[config.mk]
export PLATFORM = sky130hd
export DESIGN_NAME = mbox_ipc_regs
export DESIGN_NICKNAME = d
export VERILOG_FILES = /design/src/rtl/mbox_ipc_pkg.sv /design/src/rtl/mbox_ipc_hostregs.sv /design/src/rtl/mbox_ipc_status.sv /design/src/rtl/mbox_ipc_rbuf.sv /design/src/rtl/mbox_ipc_regs.sv
export SDC_FILE = /design/constraint.sdc
export NUM_CORES = 1
export LEC_CHECK = 0
export BUFFER_PORTS_ARGS = -buffer_cell sky130_fd_sc_hd__buf_2
export CAP_MARGIN = 20
export CORE_ASPECT_RATIO = 0.7
export CORE_MARGIN = 1
export CORE_UTILIZATION = 53
export DETAILED_ROUTE_END_ITERATION = 8
export GPL_TIMING_DRIVEN = 0
export PLACE_DENSITY = 0.86
export SETUP_SLACK_MARGIN = 0.15
export SYNTH_ARGS = -nofsm -noshare
export SYNTH_HDL_FRONTEND = slang
export SYNTH_SLANG_ARGS = --single-unit
[constraint.sdc]
create_clock -name clk -period 3.8 [get_ports clk]
set_input_delay 0.95 -clock clk [delete_from_list [all_inputs] [get_ports clk]]
set_output_delay 0.95 -clock clk [all_outputs]
set_load 0.005 [all_outputs]
[src/rtl/mbox_ipc_pkg.sv]
package mbox_ipc_pkg;

  localparam int unsigned WORD_W = 32;
  localparam int unsigned REGION_BYTES = 16;

  localparam logic [7:0] OFS_CMD  = 8'h00;
  localparam logic [7:0] OFS_STAT = 8'h04;
  localparam logic [7:0] OFS_SRC  = 8'h08;
  localparam logic [7:0] OFS_DST  = 8'h0C;
  localparam logic [7:0] OFS_WBUF = 8'h80;
  localparam logic [7:0] OFS_RBUF = 8'h90;

  // True when the offset falls inside a 16-byte buffer region at base
  function automatic logic in_region(input logic [7:0] a, input logic [7:0] base);
    return (a >= base) && ({1'b0, a} < ({1'b0, base} + 9'(REGION_BYTES)));
  endfunction

  function automatic logic [3:0] cmd_id_of(input logic [31:0] c);
    return c[15:12];
  endfunction

  function automatic logic cmd_ioc_of(input logic [31:0] c);
    return c[8];
  endfunction

  function automatic logic [31:0] pack_status(input logic busy, input logic err,
                                               input logic [3:0] cid,
                                               input logic [7:0] init_id,
                                               input logic [7:0] code);
    return {8'h00, code, init_id, cid, 2'b00, err, busy};
  endfunction

endpackage

[src/rtl/mbox_ipc_hostregs.sv]
module mbox_ipc_hostregs
  import mbox_ipc_pkg::*;
#(
  parameter int unsigned WBUF_WORDS = 4,
  localparam int unsigned WSEL_W = $clog2(WBUF_WORDS)
) (
  input  logic                         clk,
  input  logic                         rst_n,
  input  logic                         wr,
  input  logic [7:0]                   addr,
  input  logic [WORD_W-1:0]            wdata,
  input  logic                         busy,
  output logic [WORD_W-1:0]            cmd_q,
  output logic [WORD_W-1:0]            src_q,
  output logic [WORD_W-1:0]            dst_q,
  output logic [WBUF_WORDS*WORD_W-1:0] wbuf_flat,
  output logic                         cmd_accept,
  output logic                         doorbell
);

  // Every host write is gated by the busy interlock
  logic write_open;
  logic src_we;
  logic dst_we;
  logic wbuf_hit;
  logic [WSEL_W-1:0] wbuf_sel;

  assign write_open = wr && !busy;
  assign cmd_accept = write_open && (addr == OFS_CMD);
  assign src_we     = write_open && (addr == OFS_SRC);
  assign dst_we     = write_open && (addr == OFS_DST);
  assign wbuf_hit   = write_open && in_region(addr, OFS_WBUF);
  assign wbuf_sel   = addr[2 +: WSEL_W];

  always_ff @(posedge clk or negedge rst_n) begin
    if (!rst_n) begin
      cmd_q    <= '0;
      src_q    <= '0;
      dst_q    <= '0;
      doorbell <= 1'b0;
    end else begin
      doorbell <= cmd_accept;
      if (cmd_accept) cmd_q <= wdata;
      if (src_we)     src_q <= wdata;
      if (dst_we)     dst_q <= wdata;
    end
  end

  for (genvar g = 0; g < WBUF_WORDS; g++) begin : g_wbuf
    logic [WORD_W-1:0] word_q;
    always_ff @(posedge clk or negedge rst_n) begin
      if (!rst_n) begin
        word_q <= '0;
      end else if (wbuf_hit && (wbuf_sel == WSEL_W'(g))) begin
        word_q <= wdata;
      end
    end
    assign wbuf_flat[g*WORD_W +: WORD_W] = word_q;
  end

  AST_DOORBELL_SINGLE: assert property (@(posedge clk) disable iff (!rst_n)
    doorbell |=> !doorbell);
  AST_CMD_HELD_BUSY: assert property (@(posedge clk) disable iff (!rst_n)
    busy |=> $stable(cmd_q));
  AST_PTR_HELD_BUSY: assert property (@(posedge clk) disable iff (!rst_n)
    busy |=> ($stable(src_q) && $stable(dst_q)));

endmodule

[src/rtl/mbox_ipc_status.sv]
module mbox_ipc_status
  import mbox_ipc_pkg::*;
(
  input  logic              clk,
  input  logic              rst_n,
  input  logic              cmd_accept,
  input  logic [WORD_W-1:0] cmd_q,
  input  logic              done,
  input  logic              done_err,
  input  logic [7:0]        done_code,
  output logic              busy,
  output logic              err,
  output logic [7:0]        err_code,
  output logic [3:0]        cid,
  output logic              irq,
  output logic              done_event
);

  // Completion only counts while a command is outstanding
  assign done_event = done && busy;

  always_ff @(posedge clk or negedge rst_n) begin
    if (!rst_n) begin
      busy     <= 1'b0;
      err      <= 1'b0;
      err_code <= '0;
      cid      <= '0;
      irq      <= 1'b0;
    end else begin
      irq <= done_event && cmd_ioc_of(cmd_q);
      if (cmd_accept) begin
        busy     <= 1'b1;
        err      <= 1'b0;
        err_code <= '0;
      end else if (done_event) begin
        busy     <= 1'b0;
        err      <= done_err;
        err_code <= done_code;
        cid      <= cmd_id_of(cmd_q);
      end
    end
  end

  AST_BUSY_AFTER_ACCEPT: assert property (@(posedge clk) disable iff (!rst_n)
    cmd_accept |=> busy);
  AST_BUSY_UNTIL_DONE: assert property (@(posedge clk) disable iff (!rst_n)
    (busy && !done) |=> busy);
  AST_DONE_RELEASES: assert property (@(posedge clk) disable iff (!rst_n)
    done_event |=> !busy);
  AST_IRQ_SINGLE: assert property (@(posedge clk) disable iff (!rst_n)
    irq |=> !irq);
  AST_IRQ_NEEDS_DONE: assert property (@(posedge clk) disable iff (!rst_n)
    irq |-> $past(done_event));
  AST_ACCEPT_CLEARS_ERR: assert property (@(posedge clk) disable iff (!rst_n)
    cmd_accept |=> (!err && (err_code == 8'h00)));

endmodule

[src/rtl/mbox_ipc_rbuf.sv]
module mbox_ipc_rbuf
  import mbox_ipc_pkg::*;
#(
  parameter int unsigned RBUF_BYTES = 16,
  localparam int unsigned BIDX_W = $clog2(RBUF_BYTES),
  localparam int unsigned RSEL_W = BIDX_W - 2
) (
  input  logic              clk,
  input  logic              rst_n,
  input  logic              we,
  input  logic [BIDX_W-1:0] idx,
  input  logic [7:0]        wbyte,
  input  logic [RSEL_W-1:0] rd_sel,
  output logic [WORD_W-1:0] rd_word
);

  logic [7:0] mem [RBUF_BYTES];

  always_ff @(posedge clk or negedge rst_n) begin
    if (!rst_n) begin
      for (int i = 0; i < RBUF_BYTES; i++) mem[i] <= '0;
    end else if (we) begin
      mem[idx] <= wbyte;
    end
  end

  // Little-endian gather of four bytes into one host word
  always_comb begin
    for (int b = 0; b < 4; b++) begin
      rd_word[8*b +: 8] = mem[{rd_sel, 2'(b)}];
    end
  end

endmodule

[src/rtl/mbox_ipc_regs.sv]
module mbox_ipc_regs
  import mbox_ipc_pkg::*;
#(
  parameter int unsigned WBUF_WORDS   = 4,
  parameter int unsigned RBUF_BYTES   = 16,
  parameter logic [7:0]  INITIATOR_ID = 8'h01
) (
  input  logic                            clk,
  input  logic                            rst_n,
  input  logic                            hst_wr,
  input  logic [7:0]                      hst_addr,
  input  logic [31:0]                     hst_wdata,
  output logic [31:0]                     hst_rdata,
  output logic                            ctl_doorbell,
  output logic [31:0]                     ctl_cmd,
  output logic [31:0]                     ctl_src_ptr,
  output logic [31:0]                     ctl_dst_ptr,
  input  logic [$clog2(WBUF_WORDS)-1:0]   ctl_wbuf_sel,
  output logic [31:0]                     ctl_wbuf_data,
  input  logic                            ctl_rbuf_we,
  input  logic [$clog2(RBUF_BYTES)-1:0]   ctl_rbuf_idx,
  input  logic [7:0]                      ctl_rbuf_byte,
  input  logic                            ctl_done,
  input  logic                            ctl_err,
  input  logic [7:0]                      ctl_err_code,
  output logic                            host_irq
);

  localparam int unsigned RSEL_W = $clog2(RBUF_BYTES) - 2;

  logic                         busy;
  logic                         err;
  logic [7:0]                   err_code;
  logic [3:0]                   cid;
  logic                         cmd_accept;
  logic                         done_event;
  logic [WBUF_WORDS*WORD_W-1:0] wbuf_flat;
  logic [WORD_W-1:0]            rbuf_word;

  mbox_ipc_hostregs #(.WBUF_WORDS(WBUF_WORDS)) u_hostregs (
    .clk        (clk),
    .rst_n      (rst_n),
    .wr         (hst_wr),
    .addr       (hst_addr),
    .wdata      (hst_wdata),
    .busy       (busy),
    .cmd_q      (ctl_cmd),
    .src_q      (ctl_src_ptr),
    .dst_q      (ctl_dst_ptr),
    .wbuf_flat  (wbuf_flat),
    .cmd_accept (cmd_accept),
    .doorbell   (ctl_doorbell)
  );

  mbox_ipc_status u_status (
    .clk        (clk),
    .rst_n      (rst_n),
    .cmd_accept (cmd_accept),
    .cmd_q      (ctl_cmd),
    .done       (ctl_done),
    .done_err   (ctl_err),
    .done_code  (ctl_err_code),
    .busy       (busy),
    .err        (err),
    .err_code   (err_code),
    .cid        (cid),
    .irq        (host_irq),
    .done_event (done_event)
  );

  mbox_ipc_rbuf #(.RBUF_BYTES(RBUF_BYTES)) u_rbuf (
    .clk     (clk),
    .rst_n   (rst_n),
    .we      (ctl_rbuf_we),
    .idx     (ctl_rbuf_idx),
    .wbyte   (ctl_rbuf_byte),
    .rd_sel  (hst_addr[2 +: RSEL_W]),
    .rd_word (rbuf_word)
  );

  assign ctl_wbuf_data = wbuf_flat[ctl_wbuf_sel*WORD_W +: WORD_W];

  // Only status and the response buffer are host-readable
  always_comb begin
    hst_rdata = '0;
    if (hst_addr == OFS_STAT) begin
      hst_rdata = pack_status(busy, err, cid, INITIATOR_ID, err_code);
    end else if (in_region(hst_addr, OFS_RBUF)) begin
      hst_rdata = rbuf_word;
    end
  end

  AST_NO_DOORBELL_BUSY: assert property (@(posedge clk) disable iff (!rst_n)
    ctl_doorbell |-> $past(!busy));
  AST_IRQ_IDLE_AFTER: assert property (@(posedge clk) disable iff (!rst_n)
    host_irq |-> !busy);

endmodule

==> run summary <==
Status: complete, but fails checks
Failing checks: design-rule violations
Hold_buf cts: 0
Top layer in use: met4
WL final: 36.91 mm
Reg-to-Reg Start: u_status.busy
Final Hold Fails: 0
Reg area: 9209 um2
Ranking of synthesized cells by area: dfrtp_1, mux2_2, mux4_2
Drt drc: 12
Sequential fraction of the synthesis area: 59.16%
Power per cell area: 523.5 nW/um2
I/O Buffers: 225
P_int: 7.364 mW
Post-Syn Nets: 1043
Netlist cell types: 23
Fillers: 2081
Setup repair after global routing missed its margin: yes
Crit-path cells: buf_2 -> nor4_4 -> nand3_1 -> clkbuf_1 -> o21ai_0 -> buf_2
Capturing point of the worst reg2reg path: u_hostregs.g_wbuf[3].word_q[23]
CP peak stage delay: 0.39 ns
Final setup fails: 0
DRT iter0 DRCs: 641
Area of the multi-input gates: 6050 um2
CTS Buf Count: 37
Routed length per placed instance: 22.44 um
Post-synth top area share: 59.16%
Crit path to: hst_rdata[22]
Critical path origin: hst_addr[1]
Clock slew at reported path FFs: 0.06 ns
GP Congestion: 0.8701
Wire length on met2: 17.44 mm
Part of the power in registers: 49.3%
Post-synthesis cell count: 975
Number of synthesized register bits: 368
CP startpoint kind: primary input
H-tree depth: 2
Die X: 206.8 um
Peak VDD IR: 333.8 uV
Worst-margin pin slew: 0.8560 ns
Share of cells above drive strength 1: 58.33%
Die extent in y: 145.4 um
R2r setup slk: 1.72 ns
Syn_area_per_cell: 15.97 um2
Final min period: 3.579 ns
Initial antenna violation count: 0
Postcts setup bufs: 0
Vias in the first global route: 10.18k
M1 WL: 16.40 mm
Placed wire-length estimate: 25.51 mm
Routed wl met3: 2.402 mm
Critical Path End Type: output port
Die Area: 30070 um2
Area Overhead vs Synth: 18.75%
Clock skew: 0.03465 ns
Clock Sinks: 368
Fin Hold WS: 0.3039 ns
Pre-antenna DRT Iters: 9
Clock power share: 37.7%
Largest net degree at the start of global routing: 129
Critical Path AT: 2.63 ns
Maxcap violations: 0
Crit share post-route: 94.19%
HP Class: in -> async
Critical path's slowest cell: nor4_4
Initial Utilization: 53.89%
Sw Ratio: 23.90%
Critical Path Fanout Max: 10
Syn. warnings: 0
Total grt overflow: 0
Slew Limit Fails: 0
Clk_lat worst skew: 0.53 ns
Drt via density: 5.813
Core footprint: 28890 um2
Logic pwr share: 13.1%
Cell taking the most area after synthesis: dfrtp_1
Post-DRT Antenna Nets: 0
NetSw: 2.313 mW
# IOs: 230
First-pass GRT wire length: 58.02 mm
Clock Tree Buf Depth: 3
Setup TNS: 0 ns
ANT cells: 0
Pleak: 9.199 nW
Cell seen most often among critical-path stages: buf_2
Layout Nets: 1311
Worst setup path category: in -> out
Rel. slew slack: 42.72%
Cell Rows: 52
Via Count: 9562
Synth Cell Area: 15570 um2
CTS tree: built
Max Clock Freq: 0.2794 GHz
Worst R2R Path Depth: 4
WP data required: 2.85 ns
All-layer global routing usage: 25.33%
CTS root buf: clkbuf_16
[synthesized netlist by cell type]
cell type,n
and2_1,19
and3_1,1
nand2_1,31
o31ai_1,9
nand4_1,7
nor3b_1,2
mux4_2,64
or3_1,2
nor4bb_1,1
mux2_2,352
nand3_1,2
nor2b_1,4
nor2_1,12
clkbuf_1,29
nor4_4,1
nand2b_1,5
buf_1,1
dfrtp_1,368
o21ai_0,19
inv_1,14
and4_1,1
buf_2,29
nand3b_1,2
[cells in the final DEF (no fill, tap or decap), types with 2 or more instances in the layout]
cell type	netlist	layout
and2_1	19	19
buf_16	0	3
buf_2	29	254
bufinv_16	0	2
clkbuf_1	29	29
clkbuf_16	0	38
clkbuf_2	0	4
clkbuf_8	0	8
clkinv_2	0	6
clkinvlp_4	0	2
dfrtp_1	368	368
inv_1	14	14
inv_6	0	2
mux2_2	352	352
mux4_2	64	64
nand2_1	31	31
nand2b_1	5	5
nand3_1	2	2
nand3b_1	2	2
nand4_1	7	7
nor2_1	12	11
nor2b_1	4	4
nor3b_1	2	2
o21ai_0	19	19
o31ai_1	9	9
or3_1	2	2
[how the worst min path moves through the flow]
stage | start | end | slack (ns) | depth (start not counted)
5_1_grt | rst_n | u_hostregs.src_q[23] | 0.31 | 1
3_3_place_gp | u_hostregs.cmd_q[14] | u_status.cid[2] | 0.48 | 2
2_1_floorplan | u_hostregs.g_wbuf[2].word_q[0] | u_hostregs.g_wbuf[2].word_q[0] | 0.47 | 1
6_report | rst_n | u_hostregs.src_q[23] | 0.30 | 1
4_1_cts | rst_n | u_hostregs.src_q[23] | 0.30 | 1
3_5_place_dp | u_hostregs.g_wbuf[2].word_q[29] | u_hostregs.g_wbuf[2].word_q[29] | 0.49 | 1
[per-layer routing]
metal,global-route usage (%),up-vias
met4,6.387,0
met5,0,-
met1,36.92,5136
met2,38.36,285
met3,6.404,44
li1,-,4097
[logic make-up after synthesis]
kind of cell	Yosys count	synth area share (%)
simple gates	90	3.078
mux	416	34.72
buf+inv	73	1.993
flops	368	59.16
compound gates	28	1.045
[critical path: cells and delay by family]
| kind | cells | cell delay, ns |
|---|---|---|
| buffers and inverters | 3 | 0.61 |
| AND/OR/NAND/NOR | 2 | 0.76 |
| AO/OA/AOI/OAI | 1 | 0.30 |
[registers in the layout, indices dropped and copies added, names as in the netlist]
register	cells
u_hostregs.cmd_q	32
u_hostregs.doorbell	1
u_hostregs.dst_q	32
u_hostregs.g_wbuf.word_q	128
u_hostregs.src_q	32
u_rbuf.mem	128
u_status.busy	1
u_status.cid	4
u_status.err	1
u_status.err_code	8
u_status.irq	1
[final cells by class]
cell class	instances	share of cell area, %
well taps	378	2.559
inverters	14	0.2843
clock inverters	13	0.7513
repair buffers	229	6.620
plain buffers	59	1.421
flip-flops and latches	368	49.82
clock buffers	50	5.821
multi-input cells	534	32.73
[stage by stage]
stage | util (%) | power [mW] | cells | cell area [um2] | worst slack [ns]
CTS | 63.97 | 9.748 | 1645 | 18480 | 0.1523
detailed placement | 59.76 | 6.092 | 1582 | 17260 | 0.1514
floorplan | - | 5.557 | 975 | 15570 | 0.7463
finish | 63.99 | 9.678 | 1645 | 18490 | 0.2209
global route | 63.99 | 10.07 | 1645 | 18490 | 0.1234
global placement | 59.42 | 5.981 | 1578 | 17170 | -5.097
[power groups by stage]
stage | registers, mW | logic (mW) | clock network, mW
after global placement | 4.78 | 1.20 | 0
final | 4.77 | 1.26 | 3.65
after CTS | 4.76 | 1.27 | 3.71
after global routing | 4.83 | 1.37 | 3.88
after detailed placement | 4.83 | 1.27 | 0
after floorplan | 4.73 | 0.829 | 0
[what timing repair did]
item | in CTS | in global routing
endpoints found under the setup margin | 4 | 20
hold endpoints to repair | 0 | 0
pin swaps | 0 | 0
resized for setup | 1 | 7
(Power assumes the default switching activity.)
